$ cat config.mk
export PLATFORM = sky130hd
export DESIGN_NAME = wev_combiner
export DESIGN_NICKNAME = d
export VERILOG_FILES = /design/src/rtl/wev_pkg.sv /design/src/rtl/wev_cfg_regs.sv /design/src/rtl/wev_src_path.sv /design/src/rtl/wev_release.sv /design/src/rtl/wev_combiner.sv
export SDC_FILE = /design/constraint.sdc
export NUM_CORES = 1
export LEC_CHECK = 0
export CAP_MARGIN = 20
export CORE_MARGIN = 3
export CORE_UTILIZATION = 58
export CTS_BUF_LIST = sky130_fd_sc_hd__clkbuf_8
export CTS_CLUSTER_DIAMETER = 60
export CTS_CLUSTER_SIZE = 20
export DETAILED_ROUTE_END_ITERATION = 12
export DONT_BUFFER_PORTS = 1
export HOLD_SLACK_MARGIN = 0.06
export PLACE_DENSITY = 0.76
export SYNTH_ARGS = -nofsm -noshare
export SYNTH_HDL_FRONTEND = slang
export SYNTH_SLANG_ARGS = --single-unit
$ cat constraint.sdc
create_clock -name clk -period 2.2 [get_ports clk]
set_clock_uncertainty 0.05 [all_clocks]
set_input_delay 0.33 -clock clk [delete_from_list [all_inputs] [get_ports clk]]
set_output_delay 0.33 -clock clk [all_outputs]
set_load 0.01 [all_outputs]
$ cat src/rtl/wev_pkg.sv
package wev_pkg;

   typedef enum logic {
      WORD_MODE = 1'b0,
      WORD_AUX  = 1'b1
   } wev_word_e;

   function automatic logic wev_apply_pol(input logic ev, input logic pol, input logic comb);
      return ev ^ (pol & comb);
   endfunction

endpackage

$ cat src/rtl/wev_cfg_regs.sv
module wev_cfg_regs
   import wev_pkg::*;
#(
   parameter int SEL_W  = 6,
   parameter int DATA_W = 32
) (
   input  logic              clk,
   input  logic              rst_n,
   input  logic              we,
   input  logic              waddr,
   input  logic [DATA_W-1:0] wdata,
   input  logic              raddr,
   output logic [DATA_W-1:0] rdata,
   output logic [SEL_W-1:0]  sel_a,
   output logic [SEL_W-1:0]  sel_b,
   output logic              comb,
   output logic              pol_a,
   output logic              pol_b
);
   localparam int COMB_BIT = SEL_W;
   localparam int POLA_BIT = SEL_W;
   localparam int POLB_BIT = SEL_W + 1;

   if (DATA_W < SEL_W + 2) begin : g_bad_data_w
      $error("wev_cfg_regs: DATA_W too small for the configuration fields");
   end

   always_ff @(posedge clk or negedge rst_n) begin
      if (!rst_n) begin
         sel_a <= '0;
         comb  <= 1'b0;
         sel_b <= '0;
         pol_a <= 1'b0;
         pol_b <= 1'b0;
      end else if (we) begin
         if (wev_word_e'(waddr) == WORD_MODE) begin
            sel_a <= wdata[SEL_W-1:0];
            comb  <= wdata[COMB_BIT];
         end else begin
            sel_b <= wdata[SEL_W-1:0];
            pol_a <= wdata[POLA_BIT];
            pol_b <= wdata[POLB_BIT];
         end
      end
   end

   always_comb begin
      rdata = '0;
      if (wev_word_e'(raddr) == WORD_MODE) begin
         rdata[SEL_W-1:0] = sel_a;
         rdata[COMB_BIT]  = comb;
      end else begin
         rdata[SEL_W-1:0] = sel_b;
         rdata[POLA_BIT]  = pol_a;
         rdata[POLB_BIT]  = pol_b;
      end
   end
endmodule

$ cat src/rtl/wev_src_path.sv
module wev_src_path
   import wev_pkg::*;
#(
   parameter int EV_W  = 64,
   parameter int SEL_W = 6
) (
   input  logic [EV_W-1:0]  ev_bus,
   input  logic [SEL_W-1:0] sel,
   input  logic             pol,
   input  logic             comb,
   output logic             ev
);
   if (EV_W != (1 << SEL_W)) begin : g_bad_sel_w
      $error("wev_src_path: EV_W must equal 2**SEL_W");
   end

   always_comb ev = wev_apply_pol(ev_bus[sel], pol, comb);
endmodule

$ cat src/rtl/wev_release.sv
module wev_release (
   input  logic clk,
   input  logic rst_n,
   input  logic wait_req,
   input  logic cond,
   output logic pulse
);
   logic held_q;

   assign pulse = wait_req & cond & ~held_q;

   always_ff @(posedge clk or negedge rst_n) begin
      if (!rst_n)         held_q <= 1'b0;
      else if (!wait_req) held_q <= 1'b0;
      else if (pulse)     held_q <= 1'b1;
   end
endmodule

$ cat src/rtl/wev_combiner.sv
module wev_combiner
   import wev_pkg::*;
#(
   parameter int EV_W   = 64,
   parameter int DATA_W = 32
) (
   input  logic              clk,
   input  logic              rst_n,
   input  logic              cfg_we,
   input  logic              cfg_waddr,
   input  logic [DATA_W-1:0] cfg_wdata,
   input  logic              cfg_raddr,
   output logic [DATA_W-1:0] cfg_rdata,
   input  logic [EV_W-1:0]   ev_bus,
   input  logic              wait_req,
   output logic              cond_q,
   output logic              release_o
);
   localparam int SEL_W = $clog2(EV_W);
   localparam int N_SRC = 2;

   if (EV_W < 2) begin : g_bad_ev_w
      $error("wev_combiner: EV_W must be at least 2");
   end

   logic [SEL_W-1:0] sel_a, sel_b;
   logic             comb, pol_a, pol_b;
   logic [SEL_W-1:0] src_sel [N_SRC];
   logic [N_SRC-1:0] src_pol;
   logic [N_SRC-1:0] src_ev;
   logic             cond_d;

   wev_cfg_regs #(.SEL_W(SEL_W), .DATA_W(DATA_W)) u_regs (
      .clk   (clk),
      .rst_n (rst_n),
      .we    (cfg_we),
      .waddr (cfg_waddr),
      .wdata (cfg_wdata),
      .raddr (cfg_raddr),
      .rdata (cfg_rdata),
      .sel_a (sel_a),
      .sel_b (sel_b),
      .comb  (comb),
      .pol_a (pol_a),
      .pol_b (pol_b)
   );

   assign src_sel[0] = sel_a;
   assign src_sel[1] = sel_b;
   assign src_pol    = {pol_b, pol_a};

   for (genvar i = 0; i < N_SRC; i++) begin : g_src
      wev_src_path #(.EV_W(EV_W), .SEL_W(SEL_W)) u_path (
         .ev_bus (ev_bus),
         .sel    (src_sel[i]),
         .pol    (src_pol[i]),
         .comb   (comb),
         .ev     (src_ev[i])
      );
   end

   always_comb cond_d = comb ? (|src_ev) : src_ev[0];

   always_ff @(posedge clk or negedge rst_n) begin
      if (!rst_n) cond_q <= 1'b0;
      else        cond_q <= cond_d;
   end

   wev_release u_rel (
      .clk      (clk),
      .rst_n    (rst_n),
      .wait_req (wait_req),
      .cond     (cond_q),
      .pulse    (release_o)
   );
endmodule

==> results of run 1 <==
[worst min-delay path by stage]
stage,from,end,slack (ns),depth (start not counted)
global placement,rst_n,u_rel.held_q,-0.02,0
floorplan,rst_n,cond_q,-0.02,0
detailed placement,rst_n,u_rel.held_q,-0.02,0
global route,wait_req,u_rel.held_q,0.14,1
CTS,wait_req,u_rel.held_q,0.14,1
finish,wait_req,u_rel.held_q,0.15,1
[per-layer routing]
metal	global-route usage, %	share of wire (%)
met1	29.73	36
met2	42.08	50
met3	5.059	11
met4	9.137	2.1
met5	0	0
[what timing repair did]
| item | CTS | global route |
|---|---|---|
| endpoints found under the setup margin | 1 | 1 |
| buffers inserted | 1 | 1 |
| gates resized for setup | 1 | 4 |
| cloned | 0 | 0 |
| endpoints found under the hold margin | 17 | 0 |
| pin swaps | 1 | 1 |
| hold buffers | 1 | 0 |
[logic make-up (layout without fill, tap and decap cells)]
group                  Yosys count  in the layout  synth area share [%]
AO/OA/AOI/OAI                   31             31                 11.36
other                            1             24                0.1747
multiplexers                    65             65                 44.11
flip-flops                      17             17                 19.81
AND/OR/NAND/NOR                 44             44                 11.01
buffers and inverters           44             23                 13.52
[synth_stat cells]
| library cell | n |
|---|---|
| and3b_1 | 1 |
| o2111ai_1 | 1 |
| nand2_1 | 9 |
| mux4_2 | 19 |
| a211oi_1 | 2 |
| mux2_2 | 21 |
| or2_1 | 1 |
| a22oi_1 | 2 |
| mux2i_1 | 23 |
| mux4_1 | 2 |
| nand4_1 | 1 |
| nor2_1 | 6 |
| or3b_1 | 1 |
| nand3b_1 | 1 |
| a221oi_1 | 5 |
| buf_1 | 1 |
| nor2b_1 | 7 |
| buf_6 | 2 |
| a41oi_1 | 1 |
| buf_2 | 4 |
| a311oi_2 | 1 |
| o31a_1 | 1 |
| o2111a_1 | 1 |
| o21ai_0 | 5 |
| nor3_1 | 3 |
| dfrtp_1 | 17 |
| a31oi_1 | 3 |
| nor3b_1 | 3 |
| conb_1 | 1 |
| inv_1 | 4 |
| nand3_1 | 6 |
| clkbuf_1 | 5 |
| and2_1 | 3 |
| nor4_1 | 2 |
| a22o_1 | 4 |
| o211ai_1 | 3 |
| buf_4 | 28 |
| a31o_2 | 1 |
| o21a_1 | 1 |
[state kept, by name, indices dropped and copies added, names as in the netlist]
| name | count |
|---|---|
| u_regs.sel_a | 6 |
| u_regs.sel_b | 6 |
| cond_q | 1 |
| u_regs.comb | 1 |
| u_regs.pol_a | 1 |
| u_regs.pol_b | 1 |
| u_rel.held_q | 1 |
[stage by stage]
stage | util [%] | setup TNS, ns
5_1_grt | 64.38 | -0.1151
3_3_place_gp | 61.90 | -0.1101
3_5_place_dp | 61.90 | -0.1453
2_1_floorplan | - | 0
6_report | 64.38 | -0.01568
4_1_cts | 63.76 | -0.04690
[report_power, final]
group	switching, W	leakage, nW	internal [W]
logic	0.000329	0.674	0.000391
registers	0.0000916	0.200	0.000366
clock network	0.000103	0.0269	0.000124
[worst register-to-register path: cells and delay by family (launching register included)]
family	cells	cell delay, ns
and+or+nand+nor	2	0.41
muxes	2	0.68
AOI/OAI and AO/OA	2	0.38
buffers and inverters	1	0.15
DFF	1	0.47
[placed cells by master (no fill, tap or decap), drive strengths merged, types with 2 or more instances in the layout]
master   n
a221oi   5
conb    24
o211ai   3
nor2     6
nand3    6
o21ai    5
a211oi   2
inv      5
a22o     4
mux2i   23
nor3     3
buf     14
clkbuf   3
and2     3
a22oi    2
mux4    21
mux2    21
nor2b    7
a31oi    3
nor3b    3
dfrtp   17
nor4     2
nand2    9
[area by class of cell]
| cell class | count | area, um2 |
|---|---|---|
| Inverter | 4 | 15.01 |
| Timing Repair Buffer | 15 | 140.1 |
| Fill cell | 272 | 1226 |
| Tap cell | 46 | 57.56 |
| Clock buffer | 3 | 41.29 |
| Sequential cell | 17 | 426.7 |
| Clock inverter | 1 | 3.754 |
| Multi-Input combinational cell | 164 | 1531 |
==> flow_summary.toml, run 1 <==
[status]
outcome = "finished with violations"
violations = "negative setup slack"

[pwr]
fin_total_pwr_w = 0.001403
power_density_nw_per_um2 = 633.3
irDropWorstVdd_mv = 0.4885
leakagePower_nw = 0.9007

[global_route]
gr-total-overflow = 0
grt_antenna_before_repair = 0
grt_pass1_wl_um = 8073
grt_max_degree = 20
grt_pass1_vias = 1654
gr-usage-all-layers_pct = 24.39

[worst_setup_path]
critPathMaxStageDelay_ns = 0.52
timing.rr.start = "u_regs.sel_b[1]"
cp.depth = 7
end_kind = "flip-flop"
crit_buf_inv = 1
r2r_end = "cond_q"
slowest_stage = "mux4_1"
regToRegSetupSlack_ns = -0.02
path_cells = "buf_4 -> mux4_1 -> mux2i_1 -> o2111a_1 -> nor3_1 -> or3b_1 -> a31oi_1"
critPathTopFamily = "multiplexers"
cp.required_ns = 2.32
cp-endpoint = "cond_q"
crit_fanout = 7
cp-startpoint = "u_regs.sel_b[1]"
ff2ff_path_depth = 7
crit_arrival_ns = 2.34
cp-start-kind = "flip-flop"
crit_type = "reg -> reg"

[sta]
whs_ns = 0.1467
finalHoldViolations = 0
finalMaxSlewViolations = 0
min_period_ns = 2.216
worstMarginPinSlew_ns = 0.7496
finalSetupViolCount = 1
finalCritPeriodShare_pct = 100.7
relSlewSlack_pct = 49.92
grt_setup_unrepaired = "yes"
max_freq_mhz = 451.3
timing.final.ws_setup_ns = -0.01568

[clocking]
clk_latency_ns = 0.25
cts_htree_levels = 1
cts_tree = "built"
cts-root-buf = "clkbuf_8"
clkTransAtPathRegs_ns = 0.06
numCtsBuffers = 3
clkSinkCount = 17
cts.path.max_buffers = 2

[routing]
final_antenna_net_count = 0
drc = 0
drt_iter0_drc = 133
wl_per_cell_um = 22.06
drt_pass1_iterations = 4
vias_per_cell = 6.704
routed_wl_um = 5515
vias = 1676

[cells_and_area]
diodes = 0
area_delta_synth_final_pct = 3.205
drive_gt1_share_pct = 31.37
design_area_um2 = 2216
layout.cells.non_filler = 250
nNetsFinal = 307

[placed_design]
post-place-ws_ns = -0.1453
numPortBuffers = 0
placed_cells = 243
hpwl_um = 4499
place_area_um2 = 2131
gp_congestion = 0.9906

[logic_synthesis]
yosys-top-cells-area = "mux4_2 (20%), dfrtp_1 (20%), mux2_2 (11%)"
netlist_area_um2 = 2147
yosysUniqueCellTypes = 39
synth.top_cell.area_share_pct = 19.93
yosys.area.top_type = "mux4_2"
ys_warn_count = 0
syn_inst = 202
yosysSeqAreaShare_pct = 19.81
ys_ff_latch = 17
synth_area_per_cell_um2 = 10.63

[floorplan]
die_w_um = 66.84
start_util_pct = 62.38
ios = 136
fp-row-count = 21
die_area_um2 = 4468
core-area_um2 = 3442
dieHeight_um = 66.84

[job]
cap_violations = 0

[min_path]
hp-class = "in -> reg"
(Power assumes the default switching activity.)
==> run 2, diff against run 1 <==
--- a/config.mk
+++ b/config.mk
@@ -9,7 +9,6 @@
 export CORE_MARGIN = 3
 export CORE_UTILIZATION = 58
 export CTS_BUF_LIST = sky130_fd_sc_hd__clkbuf_8
-export CTS_CLUSTER_DIAMETER = 60
 export CTS_CLUSTER_SIZE = 20
 export DETAILED_ROUTE_END_ITERATION = 12
 export DONT_BUFFER_PORTS = 1
==> constraint.sdc (replaced) <==
create_clock -name clk -period 1.8 [get_ports clk]
set_clock_uncertainty 0.05 [all_clocks]
set_input_delay 0.27 -clock clk [delete_from_list [all_inputs] [get_ports clk]]
set_output_delay 0.27 -clock clk [all_outputs]
set_load 0.01 [all_outputs]
==> run 2 against run 1 <==
Against the previous run: the run still ends with negative setup slack left; global-route usage rose by 2.0 points; fmax fell by 1.2%; wire length rose by 9.5%; critical endpoint unchanged; largest cell class unchanged.
==> flow_summary.toml, run 2 (synthesis results as in run 1) <==
[routing]
drt_pass1_iterations = 4
final_antenna_net_count = 0
drc = 0
drt_iter0_drc = 135
wl_per_cell_um = 22.70
vias_per_cell = 6.714
vias = 1786
routed_wl_um = 6039

[clocking]
clkSinkCount = 17
cts-root-buf = "clkbuf_8"
cts_htree_levels = 1
numCtsBuffers = 3
clk_latency_ns = 0.26
clkTransAtPathRegs_ns = 0.07
cts_tree = "built"
cts.path.max_buffers = 2

[placed_design]
gp_congestion = 0.9994
place_area_um2 = 2212
placed_cells = 254
hpwl_um = 4876
numPortBuffers = 0

[global_route]
grt_antenna_before_repair = 0
gr-total-overflow = 0
grt_pass1_wl_um = 8700
grt_pass1_vias = 1792
gr-usage-all-layers_pct = 26.37
grt_max_degree = 18

[worst_setup_path]
timing.rr.start = "u_regs.sel_b[1]"
crit_buf_inv = 0
end_kind = "flip-flop"
path_cells = "mux4_1 -> a22o_1 -> a311oi_2 -> nor3_1 -> or3b_1 -> a31oi_1"
slowest_stage = "mux4_1"
cp.required_ns = 1.92
cp-startpoint = "u_regs.sel_b[1]"
critPathTopFamily = "compound AO/OA/AOI/OAI gates"
cp.depth = 6
ff2ff_path_depth = 6
critPathMaxStageDelay_ns = 0.58
crit_fanout = 7
crit_arrival_ns = 2.37
cp-start-kind = "flip-flop"
crit_type = "reg -> reg"

[cells_and_area]
top_regs = "u_regs.sel_a x6, u_regs.sel_b x6"
final_common_cell = "buf_4"
final_core_util_pct = 69.17
register_area_um2 = 426.7
final_cell_mix = "buf_4 (27), conb_1 (24), mux2i_1 (23), mux2_2 (20), mux4_2 (19)"
layout.cells.non_filler = 266
drive_gt1_share_pct = 37.73
diodes = 0
fillers = 256
area_delta_synth_final_pct = 10.90
design_area_um2 = 2381
multi_input_area_um2 = 1577
nNetsFinal = 323

[status]
outcome = "finished with violations"
violations = "negative setup slack"

[sta]
fin_tns_setup_ns = -0.4429
grt_setup_unrepaired = "yes"
timing.final.ws_setup_ns = -0.4429
whs_ns = 0.08195
min_period_ns = 2.243
finalSetupViolCount = 1
finalMaxSlewViolations = 0
relSlewSlack_pct = 47.16
max_freq_mhz = 445.8
finalHoldViolations = 0
worstMarginPinSlew_ns = 0.7900
finalCritPeriodShare_pct = 124.6

[floorplan]
die_area_um2 = 4468
start_util_pct = 62.38
core-area_um2 = 3442
ios = 136
die_w_um = 66.84
fp-row-count = 21
dieHeight_um = 66.84

[pwr]
power_density_nw_per_um2 = 775.3
irDropWorstVdd_mv = 0.6022
leakagePower_nw = 0.9966

[min_path]
worstHoldStart = "wait_req"
hold_depth = 1
hp-class = "in -> reg"

[job]
cap_violations = 0
==> run 2: layout make-up <==
type | count | area share, %
timing repair buffer | 31 | 10.88
inverter | 4 | 0.6306
clock inverter | 1 | 0.2102
multi-input combinational | 164 | 66.21
clock buffer | 3 | 1.734
tap | 46 | 2.417
sequential | 17 | 17.92
==> run 2: power by group <==
group	switching (W)	leakage (nW)	internal (W)
registers	0.0000970	0.200	0.000447
clock network	0.000131	0.0255	0.000154
logic	0.000465	0.772	0.000552
total	0.000693	0.997	0.00115
==> run 2: timing repair <==
action | 4_1_cts | 5_1_grt
pin swaps | 2 | 6
resized for setup | 3 | 11
gates cloned | 0 | 0
endpoints found under the hold margin | 17 | 0
hold buffers | 1 | 0
setup buffers | 3 | 4
endpoints found under the setup margin | 1 | 1
==> run 2: per-layer routing <==
layer	vias to the layer above	global-route usage, %	share of wire (%)
li1	777	-	-
met1	870	28.80	33
met2	118	48.89	53
met3	21	6.408	11
met4	0	9.391	2.9
met5	-	0	0
==> run 2: path summary, 6_finish.rpt <==
kind / end / slack (ns)
worst max-delay path: cond_q / -0.44
worst min-delay path: u_rel.held_q / 0.08
max in group asynchronous: u_regs.sel_b[1] / 0.66
worst max register to register: cond_q / -0.44
min in group asynchronous: cond_q / 0.49
worst min register to register: u_rel.held_q / 0.45
==> run 2: metrics by stage <==
| stage | worst slack [ns] | total power [W] |
|---|---|---|
| after floorplan | -0.2399 | 0.001276 |
| after global placement | -0.4177 | 0.001417 |
| after detailed placement | -0.4830 | 0.001459 |
| after CTS | -0.4059 | 0.001779 |
| after global routing | -0.4816 | 0.001940 |
| final | -0.4429 | 0.001846 |
==> run 3, diff against run 2 <==
--- a/config.mk
+++ b/config.mk
@@ -5,15 +5,16 @@
 export SDC_FILE = /design/constraint.sdc
 export NUM_CORES = 1
 export LEC_CHECK = 0
+export BUFFER_PORTS_ARGS = -buffer_cell sky130_fd_sc_hd__buf_2
 export CAP_MARGIN = 20
 export CORE_MARGIN = 3
-export CORE_UTILIZATION = 58
+export CORE_UTILIZATION = 41
 export CTS_BUF_LIST = sky130_fd_sc_hd__clkbuf_8
 export CTS_CLUSTER_SIZE = 20
 export DETAILED_ROUTE_END_ITERATION = 12
-export DONT_BUFFER_PORTS = 1
 export HOLD_SLACK_MARGIN = 0.06
-export PLACE_DENSITY = 0.76
+export PLACE_DENSITY = 0.8
 export SYNTH_ARGS = -nofsm -noshare
 export SYNTH_HDL_FRONTEND = slang
+export SYNTH_HIERARCHICAL = 1
 export SYNTH_SLANG_ARGS = --single-unit
==> run 3 against run 2 <==
Against the previous run: the run still ends with negative setup slack left; total power is 5.0% higher; die area is 41% higher; non-clock buffer count rose by 77; clock power rose by 3%; synthesized cell count is 20% lower; worst hold slack better by 0.10 ns; final cell count is 24% higher; critical endpoint unchanged.
==> flow_summary.toml, run 3 <==
[status]
outcome = "finished with violations"
violations = "negative setup slack"

[placed_design]
place_area_um2 = 2691
numPortBuffers = 87
gp_congestion = 0.8405
hpwl_um = 4784
post-place-ws_ns = -0.3580

[sta]
timing.final.ws_setup_ns = -0.3831
grt_setup_unrepaired = "yes"
finalSetupViolCount = 1
finalCritPeriodShare_pct = 121.3
max_freq_mhz = 458.1
finalMaxSlewViolations = 0
finalHoldViolations = 0
min_period_ns = 2.183

[pwr]
fin_total_pwr_w = 0.001939
power_density_nw_per_um2 = 699.6
seq_power_share_pct = 26.8
irDropWorstVdd_mv = 0.3268
power_switching_w = 0.0006871
internal_power_w = 0.001252
power.share.clock_pct = 15.1
combPwrFrac_pct = 58.2
p_sw_share_pct = 35.44
leakagePower_nw = 1.311

[routing]
drc = 0
wl_per_cell_um = 17.50
final_antenna_net_count = 0
drt_pass1_iterations = 4
routed_wl_um = 5794
vias_per_cell = 5.372
vias = 1778
drt_iter0_drc = 50

[min_path]
hp-class = "in -> reg"
hold_depth = 2
whs_endpoint = "u_regs/pol_b"
worstHoldStart = "cfg_wdata[7]"

[logic_synthesis]
yosysUniqueCellTypes = 31
yosysSeqAreaShare_pct = 19.24
netlist_area_um2 = 2211
ys.flop_type = "dfrtp_1"
ys_ff_latch = 17
yosys-top-cells-area = "dfrtp_1 (19%), mux4_2 (18%), mux4_1 (14%)"
yosysMostFrequentCell = "buf_4"
yosys.area.top_type = "dfrtp_1"
synth.top_cell.area_share_pct = 19.24
syn_inst = 162
ys_top_cells_by_count = "buf_4 (28), mux2_2 (19), mux4_2 (18)"
synth_area_per_cell_um2 = 13.65
async_flop_share_pct = 100.0
ys_warn_count = 6
synth_edf_count = 0

[cells_and_area]
drive_gt1_share_pct = 65.52
design_area_um2 = 2771
area_delta_synth_final_pct = 25.35
top_regs = "u_regs/sel_a x6, u_regs/sel_b x6"
diodes = 0
final_common_cell = "buf_2"
nNetsFinal = 364
fillers = 449
final_cell_mix = "buf_2 (87), conb_1 (24), mux4_2 (22), mux2_2 (18)"

[floorplan]
core-area_um2 = 5172
die_area_um2 = 6309
ios = 136
dieHeight_um = 79.43
fp-row-count = 26
start_util_pct = 42.74
die_w_um = 79.43

[clocking]
numCtsBuffers = 3
cts_tree = "built"
cts_htree_levels = 1
clkSinkCount = 17
cts-root-buf = "clkbuf_8"
cts_setup_buffers = 0
clk_latency_ns = 0.26
cts.path.max_buffers = 2
clkTransAtPathRegs_ns = 0.07

[worst_setup_path]
end_kind = "flip-flop"
regToRegSetupSlack_ns = -0.38
timing.rr.start = "u_regs/sel_a[2]"
cp-start-kind = "flip-flop"
crit_type = "reg -> reg"
ff2ff_path_depth = 8
crit_arrival_ns = 2.28
r2r_end = "cond_q"
cp.required_ns = 1.90
crit_fanout = 5

[global_route]
grt_pass1_vias = 1931
grt_antenna_before_repair = 0
grt_max_degree = 18
gr-total-overflow = 0
gr-usage-all-layers_pct = 19.32
grt_pass1_wl_um = 9377

[job]
cap_violations = 0
-- run 3: final cells by class --
class                      count  area (um2)  share of cell area, %
clock inverter                 1       5.005                 0.1806
timing repair buffer         108       615.6                  22.21
tap                           70       87.58                  3.160
clock buffer                   3       41.29                  1.490
multi-input combinational    132        1597                  57.61
sequential                    17       425.4                  15.35
-- run 3: stage by stage --
stage / setup TNS (ns) / hold slack (ns) / instances / util (%)
finish: -0.3831 / 0.1862 / 331 / 53.58
global route: -0.4889 / 0.1771 / 331 / 53.58
CTS: -0.3651 / 0.1858 / 331 / 53.39
detailed placement: -0.3580 / 0.1665 / 326 / 52.03
global placement: -0.3119 / 0.1619 / 326 / 52.03
floorplan: -0.2732 / -0.07559 / 185 / -
-- run 3: timing repair --
action / in CTS / in global routing
pin swaps: 1 / 3
endpoints found under the setup margin: 1 / 1
gates resized for setup: 3 / 2
hold endpoints to repair: 17 / 0
gates cloned: 0 / 0
hold buffers: 1 / 0
-- run 3: critical path, stage by stage, from the launching register on --
cell,delay (ns)
dfrtp_1,0.39
buf_6,0.14
mux4_2,0.49
mux2_4,0.29
nor4b_2,0.21
a211o_1,0.16
a311oi_2,0.05
xnor2_1,0.15
a21o_1,0.15
-- run 3: how the worst max path moves through the flow --
stage,cells past startpoint,start,endpoint
2_1_floorplan,8,u_regs/sel_a[0],cond_q
3_3_place_gp,8,u_regs/sel_b[2],cond_q
3_5_place_dp,8,u_regs/sel_a[2],cond_q
4_1_cts,8,u_regs/sel_b[2],cond_q
5_1_grt,8,u_regs/sel_a[2],cond_q
6_report,8,u_regs/sel_a[2],cond_q
-- run 3: logic make-up after synthesis --
family / count (synthesis) / share of synthesized area, %
buffers and inverters: 36 / 13.98
muxes: 72 / 54.39
AOI/OAI and AO/OA: 12 / 4.641
DFF: 17 / 19.24
xor gates and xnor gates: 2 / 0.7924
other: 1 / 0.1696
and+or+nand+nor: 22 / 6.791
-- run 3: routing by layer --
layer | routed length [um] | GRT usage [%] | up-vias
met4 | 59 | 5.498 | 0
met1 | 2183 | 22.76 | 887
met3 | 340 | 2.935 | 6
li1 | - | - | 805
met2 | 3211 | 35.98 | 80
met5 | 0 | 0 | -
-- run 3: power by group through the flow --
stage | Sequential [W] | Combinational, W | Clock (W)
finish | 0.000519 | 0.00113 | 0.000292
global route | 0.000530 | 0.00122 | 0.000322
CTS | 0.000517 | 0.00113 | 0.000296
detailed placement | 0.000523 | 0.00111 | 0
global placement | 0.000522 | 0.00108 | 0
floorplan | 0.000524 | 0.000825 | 0
